--- src/rtl/thin_flag_pkg.sv ---
package thin_flag_pkg;
  typedef enum logic [1:0] {ST_IDLE, ST_SCAN, ST_PLAY} tf_state_e;
endpackage

--- src/rtl/tf_window.sv ---
module tf_window #(
  parameter int IMG_W = 16,
  parameter int IMG_H = 16,
  localparam int NPIX = IMG_W * IMG_H,
  localparam int AW   = $clog2(NPIX)
) (
  input  logic          clk_i,
  input  logic          rst_ni,
  input  logic          clear_i,
  input  logic          take_i,
  input  logic          pix_i,
  output logic          full_o,
  output logic          ev_v_o,
  output logic          ev_int_o,
  output logic          ev_last_o,
  output logic [AW-1:0] ev_addr_o,
  output logic          centre_o,
  output logic [7:0]    nb_o
);
  localparam int KW = $clog2(NPIX + 1);
  localparam int XW = $clog2(IMG_W);
  localparam int YW = $clog2(IMG_H);
  localparam int SL = 2 * IMG_W + 3;
  localparam logic [KW-1:0] K_OFF  = KW'(IMG_W + 1);
  localparam logic [KW-1:0] K_LAST = KW'(NPIX - 1);
  localparam logic [KW-1:0] K_END  = KW'(NPIX);
  localparam logic [XW-1:0] X_TWO  = XW'(2);
  localparam logic [XW-1:0] X_LAST = XW'(IMG_W - 1);
  localparam logic [YW-1:0] Y_TWO  = YW'(2);

  logic [SL-1:0] sr_q;
  logic [XW-1:0] col_q;
  logic [YW-1:0] row_q;
  logic [KW-1:0] k_q;

  always_ff @(posedge clk_i or negedge rst_ni) begin
    if (!rst_ni) begin
      sr_q <= '0; col_q <= '0; row_q <= '0; k_q <= '0;
      ev_v_o <= 1'b0; ev_int_o <= 1'b0; ev_last_o <= 1'b0; ev_addr_o <= '0;
    end else if (clear_i) begin
      sr_q <= '0; col_q <= '0; row_q <= '0; k_q <= '0;
      ev_v_o <= 1'b0;
    end else begin
      ev_v_o <= take_i;
      if (take_i) begin
        sr_q      <= {sr_q[SL-2:0], pix_i};
        // centre lags the newest pixel by one row and one column
        ev_int_o  <= (col_q >= X_TWO) && (row_q >= Y_TWO);
        ev_addr_o <= AW'(k_q - K_OFF);
        ev_last_o <= (k_q == K_LAST);
        k_q       <= k_q + 1'b1;
        if (col_q == X_LAST) begin
          col_q <= '0;
          row_q <= row_q + 1'b1;
        end else begin
          col_q <= col_q + 1'b1;
        end
      end
    end
  end

  assign full_o   = (k_q == K_END);
  assign centre_o = sr_q[IMG_W+1];
  assign nb_o = {sr_q[2*IMG_W+2], sr_q[IMG_W+2], sr_q[2], sr_q[1],
                 sr_q[0], sr_q[IMG_W], sr_q[2*IMG_W], sr_q[2*IMG_W+1]};
endmodule

--- src/rtl/tf_rule.sv ---
module tf_rule (
  input  logic [7:0] nb_i,   // [0]=P2 .. [7]=P9, clockwise from north
  input  logic       centre_i,
  input  logic       sub2_i,
  output logic       del_o
);
  logic [3:0] n_set;
  logic [3:0] n_rise;
  logic       p2, p4, p6, p8, ok_pass;

  always_comb begin
    n_set  = '0;
    n_rise = '0;
    for (int i = 0; i < 8; i++) begin
      n_set  = n_set + {3'b000, nb_i[i]};
      n_rise = n_rise + {3'b000, (!nb_i[i] && nb_i[(i+1)%8])};
    end
  end

  assign p2 = nb_i[0];
  assign p4 = nb_i[2];
  assign p6 = nb_i[4];
  assign p8 = nb_i[6];
  assign ok_pass = sub2_i ? (!(p2 && p4 && p8) && !(p2 && p6 && p8))
                          : (!(p2 && p4 && p6) && !(p4 && p6 && p8));
  assign del_o = centre_i && (n_set >= 4'd2) && (n_set <= 4'd6) &&
                 (n_rise == 4'd1) && ok_pass;
endmodule

--- src/rtl/tf_flag_store.sv ---
module tf_flag_store #(
  parameter int DEPTH = 196,
  parameter int AW    = 8,
  localparam int CW   = $clog2(DEPTH + 1),
  localparam int IW   = (DEPTH > 1) ? $clog2(DEPTH) : 1
) (
  input  logic          clk_i,
  input  logic          rst_ni,
  input  logic          clear_i,
  input  logic          wr_i,
  input  logic [AW-1:0] wr_addr_i,
  input  logic          play_i,
  output logic [CW-1:0] cnt_o,
  output logic          rd_valid_o,
  output logic [AW-1:0] rd_addr_o
);
  logic [AW-1:0] mem [DEPTH];
  logic [CW-1:0] cnt_q;
  logic [CW-1:0] cnt_dn;

  assign cnt_dn = cnt_q - 1'b1;
  assign cnt_o  = cnt_q;

  always_ff @(posedge clk_i) begin
    if (wr_i && !clear_i) mem[cnt_q[IW-1:0]] <= wr_addr_i;
  end

  always_ff @(posedge clk_i or negedge rst_ni) begin
    if (!rst_ni) begin
      cnt_q      <= '0;
      rd_valid_o <= 1'b0;
      rd_addr_o  <= '0;
    end else begin
      rd_valid_o <= 1'b0;
      if (clear_i) begin
        cnt_q <= '0;
      end else if (wr_i) begin
        cnt_q <= cnt_q + 1'b1;
      end else if (play_i && cnt_q != '0) begin
        cnt_q      <= cnt_dn;
        rd_addr_o  <= mem[cnt_dn[IW-1:0]];
        rd_valid_o <= 1'b1;
      end
    end
  end
endmodule

--- src/rtl/thin_flag_engine.sv ---
module thin_flag_engine
  import thin_flag_pkg::*;
#(
  parameter int IMG_W = 16,
  parameter int IMG_H = 16,
  localparam int NPIX  = IMG_W * IMG_H,
  localparam int AW    = $clog2(NPIX),
  localparam int DEPTH = (IMG_W - 2) * (IMG_H - 2),
  localparam int CW    = $clog2(DEPTH + 1)
) (
  input  logic          clk_i,
  input  logic          rst_ni,
  input  logic          start_i,
  input  logic          subpass_i,
  input  logic          pix_valid_i,
  input  logic          pix_i,
  output logic          busy_o,
  output logic          done_o,
  output logic          any_flag_o,
  output logic [CW-1:0] flag_cnt_o,
  output logic          play_valid_o,
  output logic [AW-1:0] play_addr_o
);
  tf_state_e     state_q;
  logic          sub2_q;
  logic          start_ok, take, full, wr, scan_end, play;
  logic          ev_v, ev_int, ev_last, centre, del;
  logic [AW-1:0] ev_addr;
  logic [7:0]    nb;
  logic [CW-1:0] cnt;

  assign start_ok = (state_q == ST_IDLE) && start_i;
  assign take     = (state_q == ST_SCAN) && pix_valid_i && !full;
  assign wr       = (state_q == ST_SCAN) && ev_v && ev_int && del;
  assign scan_end = (state_q == ST_SCAN) && ev_v && ev_last;
  assign play     = (state_q == ST_PLAY);

  tf_window #(.IMG_W(IMG_W), .IMG_H(IMG_H)) u_win (
    .clk_i, .rst_ni, .clear_i(start_ok), .take_i(take), .pix_i,
    .full_o(full), .ev_v_o(ev_v), .ev_int_o(ev_int), .ev_last_o(ev_last),
    .ev_addr_o(ev_addr), .centre_o(centre), .nb_o(nb)
  );

  tf_rule u_rule (.nb_i(nb), .centre_i(centre), .sub2_i(sub2_q), .del_o(del));

  tf_flag_store #(.DEPTH(DEPTH), .AW(AW)) u_store (
    .clk_i, .rst_ni, .clear_i(start_ok), .wr_i(wr), .wr_addr_i(ev_addr),
    .play_i(play), .cnt_o(cnt), .rd_valid_o(play_valid_o), .rd_addr_o(play_addr_o)
  );

  always_ff @(posedge clk_i or negedge rst_ni) begin
    if (!rst_ni) begin
      state_q    <= ST_IDLE;
      sub2_q     <= 1'b0;
      flag_cnt_o <= '0;
      any_flag_o <= 1'b0;
      done_o     <= 1'b0;
    end else begin
      done_o <= 1'b0;
      unique case (state_q)
        ST_IDLE: if (start_i) begin
          state_q <= ST_SCAN;
          sub2_q  <= subpass_i;
        end
        ST_SCAN: if (scan_end) begin
          state_q    <= ST_PLAY;
          flag_cnt_o <= cnt + CW'(wr);
          any_flag_o <= (cnt != '0) || wr;
        end
        ST_PLAY: if (cnt == '0) begin
          state_q <= ST_IDLE;
          done_o  <= 1'b1;
        end
        default: state_q <= ST_IDLE;
      endcase
    end
  end

  assign busy_o = (state_q != ST_IDLE);
endmodule

--- config.mk ---
export PLATFORM = sky130hd
export DESIGN_NAME = thin_flag_engine
export DESIGN_NICKNAME = d
export VERILOG_FILES = /design/src/rtl/thin_flag_pkg.sv /design/src/rtl/tf_window.sv /design/src/rtl/tf_rule.sv /design/src/rtl/tf_flag_store.sv /design/src/rtl/thin_flag_engine.sv
export SDC_FILE = /design/constraint.sdc
export NUM_CORES = 2
export LEC_CHECK = 0
export BUFFER_PORTS_ARGS = -buffer_cell sky130_fd_sc_hd__buf_2
export CAP_MARGIN = 20
export CORE_ASPECT_RATIO = 0.6
export CORE_UTILIZATION = 55
export DETAILED_ROUTE_END_ITERATION = 10
export GPL_TIMING_DRIVEN = 0
export PLACE_DENSITY_LB_ADDON = 0.05
export SLEW_MARGIN = 5
export SYNTH_ARGS = -nofsm -noshare
export SYNTH_HDL_FRONTEND = slang
export SYNTH_HIERARCHICAL = 1
export SYNTH_SLANG_ARGS = --single-unit
--- constraint.sdc ---
create_clock -name clk_i -period 9.1 [get_ports clk_i]
set_input_delay 0.455 -clock clk_i [delete_from_list [all_inputs] [get_ports clk_i]]
set_output_delay 0.455 -clock clk_i [all_outputs]
set_load 0.01 [all_outputs]
==> run_results.csv <==
group,metric,value,unit
status,outcome,"finished, final reports clean",
global_routing,grt.busiest_layer,"met1",
global_routing,met3_usage,0.0823,
layout,area_growth,12.1,%
sta,relSlewSlack,0.174,
cts,cts_tree,"done",
pwr,vdd_ir_drop_max,0.199,mV
floorplanning,core_area,118000,µm²
routing,drt_pass1_iterations,8,
global_routing,grt_util_met1,0.484,
synth,synth.avg_cell_area,20.3,µm²
placement,dp.final_hpwl,121000,µm
floorplanning,die_x,449,µm
min_path,hp-class,"input port to asynchronous set/reset pin",
pwr,powerDensity,307,nW/µm²
pwr,p_leak,23.4,nW
layout,drive_gt1_frac,0.239,
routing,drtIter0Drc,5130,
run,cap_violations,0,
global_routing,grt_max_degree,97,
global_routing,grt_use_total,0.296,
synth,ys_async_sr_fraction,0.0560,
synth,yosysSeqAreaShare,0.751,
synth,syn_inst,3247,
floorplanning,initial_core_util,0.559,
routing,num_vias,35000,
cts,clk_latency,770,ps
sta,clock_skew,22.4,ps
placement,gp_congestion,0.934,
layout,fin_area,73800,µm²
synth,ys_ff_latch,1661,
setup_path,reg2reg_to,"u_store/mem[147][4]",
setup_path,r2r-start,"u_win/sr_q[33]",
setup_path,cp_max_fo,10,
global_routing,met2_usage,0.391,
routing,ant_nets,0,
placement,dpl-instance-area,68700,µm²
global_routing,grt_pass1_vias,33400,
cts,path_clk_slew,70,ps
placement,post-place-ws,1200,ps
setup_path,r2r_setup_slack,1080,ps
cts,htreeDepth,4,
routing,wl,178000,µm
floorplanning,dieArea,121000,µm²
routing,via_per_inst,6.76,
setup_path,cp.required,9480,ps
sta,finalSetupViolations,0,
cts,post-cts-setup-buffers,0,
synth,synthFlopType,"edfxtp_1",
synth,synth_nets,3282,
routing,drc,0,
floorplanning,die_h,270,µm
cts,clk_path_buf_depth,3,
global_routing,antenna_found_initial,12,
placement,io_buffers,25,
synth,synth_edf_count,1568,
routing,wl_per_cell,34.3,µm
layout,finalNetCount,3500,
setup_path,r2r_cells,18,
sta,setup_slack,1080,ps
sta,slew_viol_final,0,
sta,fin_crit_sh,0.882,
synth,yosysWarnings,6,
synth,synth.cell_area,65800,µm²
sta,max_slew.worst_pin.slew,1240,ps
sta,finalHoldViolations,0,
floorplanning,num_rows,97,
setup_path,endpoint_kind,"flop",
sta,setup_tns,0,ps
setup_path,arrival,8400,ps
synth,synth.distinct_cells,80,
setup_path,crit_type,"flop to flop",
sta,fmax,0.125,GHz
sta,rsz0062_at_grt,"false",
sta,final.min_clock_period,8020,ps
cts,cts_resized,0,
cts,hold_buffers,4,
setup_path,worstSetupStartpointType,"flop",
cts,numCtsBuffers,149,
floorplanning,ioPinCount,26,
cts,cts-root-buf,"clkbuf_16",
cts,cts.sink_count,1661,
global_routing,overflow,0,
global_routing,grt_pass1_wl,250000,µm
[Yosys cell counts (3+ instances only)]
master    instances  area share
fa_1              8      0.0024
or2_2             3     0.00029
mux2_2            4     0.00068
nand2_1         158      0.0090
xnor2_1          15      0.0020
nor3_1            5     0.00038
clkbuf_1         82      0.0047
o22ai_1          14      0.0013
o211ai_1          4     0.00046
buf_1             6     0.00034
ha_1             21      0.0040
buf_6             5     0.00086
o31ai_1           5     0.00057
nor2b_1          11      0.0010
a22oi_1          32      0.0036
buf_2            60      0.0046
a211o_1           7     0.00093
a311oi_1          6     0.00080
nor3_2            3     0.00046
xor2_1           11      0.0015
nand4_1          16      0.0015
a21oi_1          19      0.0014
buf_4            30      0.0034
nand2b_1          4     0.00038
nand3_1          77      0.0059
edfxtp_1       1568        0.72
a32oi_1           9      0.0012
or4_1             3     0.00034
a211oi_1          9      0.0010
o21ai_0          29      0.0022
mux4_2          438        0.15
and3_1           16      0.0015
a31oi_1          10     0.00095
inv_1            30      0.0017
or3_1             7     0.00067
nor2_2            3     0.00029
mux2i_1          82       0.012
nor2_1          291       0.017
dfrtp_1          93       0.035
nor4_1            5     0.00048
[worst max-delay path by stage]
stage	from	endpoint	slack [ps]	depth (start not counted)
3_3_place_gp	u_win/sr_q[33]	u_store/mem[90][5]	910	18
5_1_grt	u_win/sr_q[33]	u_store/mem[89][2]	760	18
6_report	u_win/sr_q[33]	u_store/mem[147][4]	1080	18
4_1_cts	u_win/sr_q[33]	u_store/mem[90][0]	1240	18
3_5_place_dp	u_win/sr_q[33]	u_store/mem[89][5]	1200	18
2_1_floorplan	u_win/sr_q[33]	u_store/mem[11][0]	3650	18
[layer usage]
metal | part of all wire | wire (µm)
met1 | 0.43 | 76400
met2 | 0.41 | 73200
met3 | 0.14 | 24100
met4 | 0.022 | 3950
met5 | 0.000073 | 13
[cell type report]
| cell class | instances | area (µm²) |
|---|---|---|
| sequential | 1661 | 49400 |
| fill | 8111 | 44000 |
| multi-input combinational | 1370 | 15400 |
| clock buffer | 188 | 4020 |
| tap | 1584 | 1980 |
| buffer | 185 | 933 |
| timing repair buffer | 67 | 927 |
| clock inverter | 85 | 907 |
| inverter | 31 | 116 |
| antenna | 10 | 25.0 |
[sequential cells by signal, summed over array words and instances (netlist names), 4 cells and up]
signal	flops
u_win/sr_q	35
u_store/rd_addr_o	8
u_win/ev_addr_o	8
u_win/col_q	4
u_store/mem	1568
u_win/k_q	9
flag_cnt_o	8
u_win/row_q	4
u_store/cnt_o	8
[worst max-delay path, stage by stage, from the launching register on]
cell and delay, ps:
dfrtp_1 380, buf_4 140, inv_1 70, fa_1 550, fa_1 420, fa_1 430
inv_1 70, ha_1 160, inv_1 70, fa_1 430, xnor2_1 220, mux2_1 370
nor4_2 730, and4_1 490, nor2b_1 220, clkbuf_1 450, clkbuf_1 480, nand3_2 860
nor2_1 1090
[power by group]
part / internal (mW) / total (mW) / switching, mW
Sequential: 9.52 / 9.88 / 0.353
Combinational: 2.21 / 6.35 / 4.14
Clock: 3.63 / 6.39 / 2.76
[layout by cell type (no fill, tap or decap), types with 11 or more instances in the layout]
master,instances
buf_2,85
mux4_2,438
and3_1,16
edfxtp_1,1568
o21ai_0,29
nand3_1,69
dfrtp_1,85
nor2b_1,11
nor2_1,290
buf_16,18
inv_1,30
nand4_1,16
clkbuf_1,113
clkinv_2,17
xnor2_1,15
clkinv_1,32
clkbuf_16,155
o22ai_1,14
nand2_1,158
ha_1,21
bufinv_16,17
buf_4,35
mux2i_1,82
a21oi_1,19
a22oi_1,32
[stage by stage]
step / power (mW) / util / hold slack (ps) / cells
final: 22.6 / 0.627 / 199 / 5181
after global routing: 23.2 / 0.626 / 216 / 5171
after CTS: 22.6 / 0.626 / 164 / 5163
after detailed placement: 16.2 / 0.583 / 451 / 4886
after global placement: 16.2 / 0.577 / 449 / 4856
after floorplan: 13.6 / - / 159 / 3247
[cell families after synthesis]
family	Yosys count	share of synthesized area
buffers and inverters	216	0.0159
XOR/XNOR	28	0.00395
AND/OR/NAND/NOR	622	0.0418
flip-flops	1661	0.751
AO/OA/AOI/OAI	165	0.0178
multiplexers	526	0.163
adder cells (fa/ha/maj)	29	0.00643
Note: power is estimated with default switching activity, not from simulation.
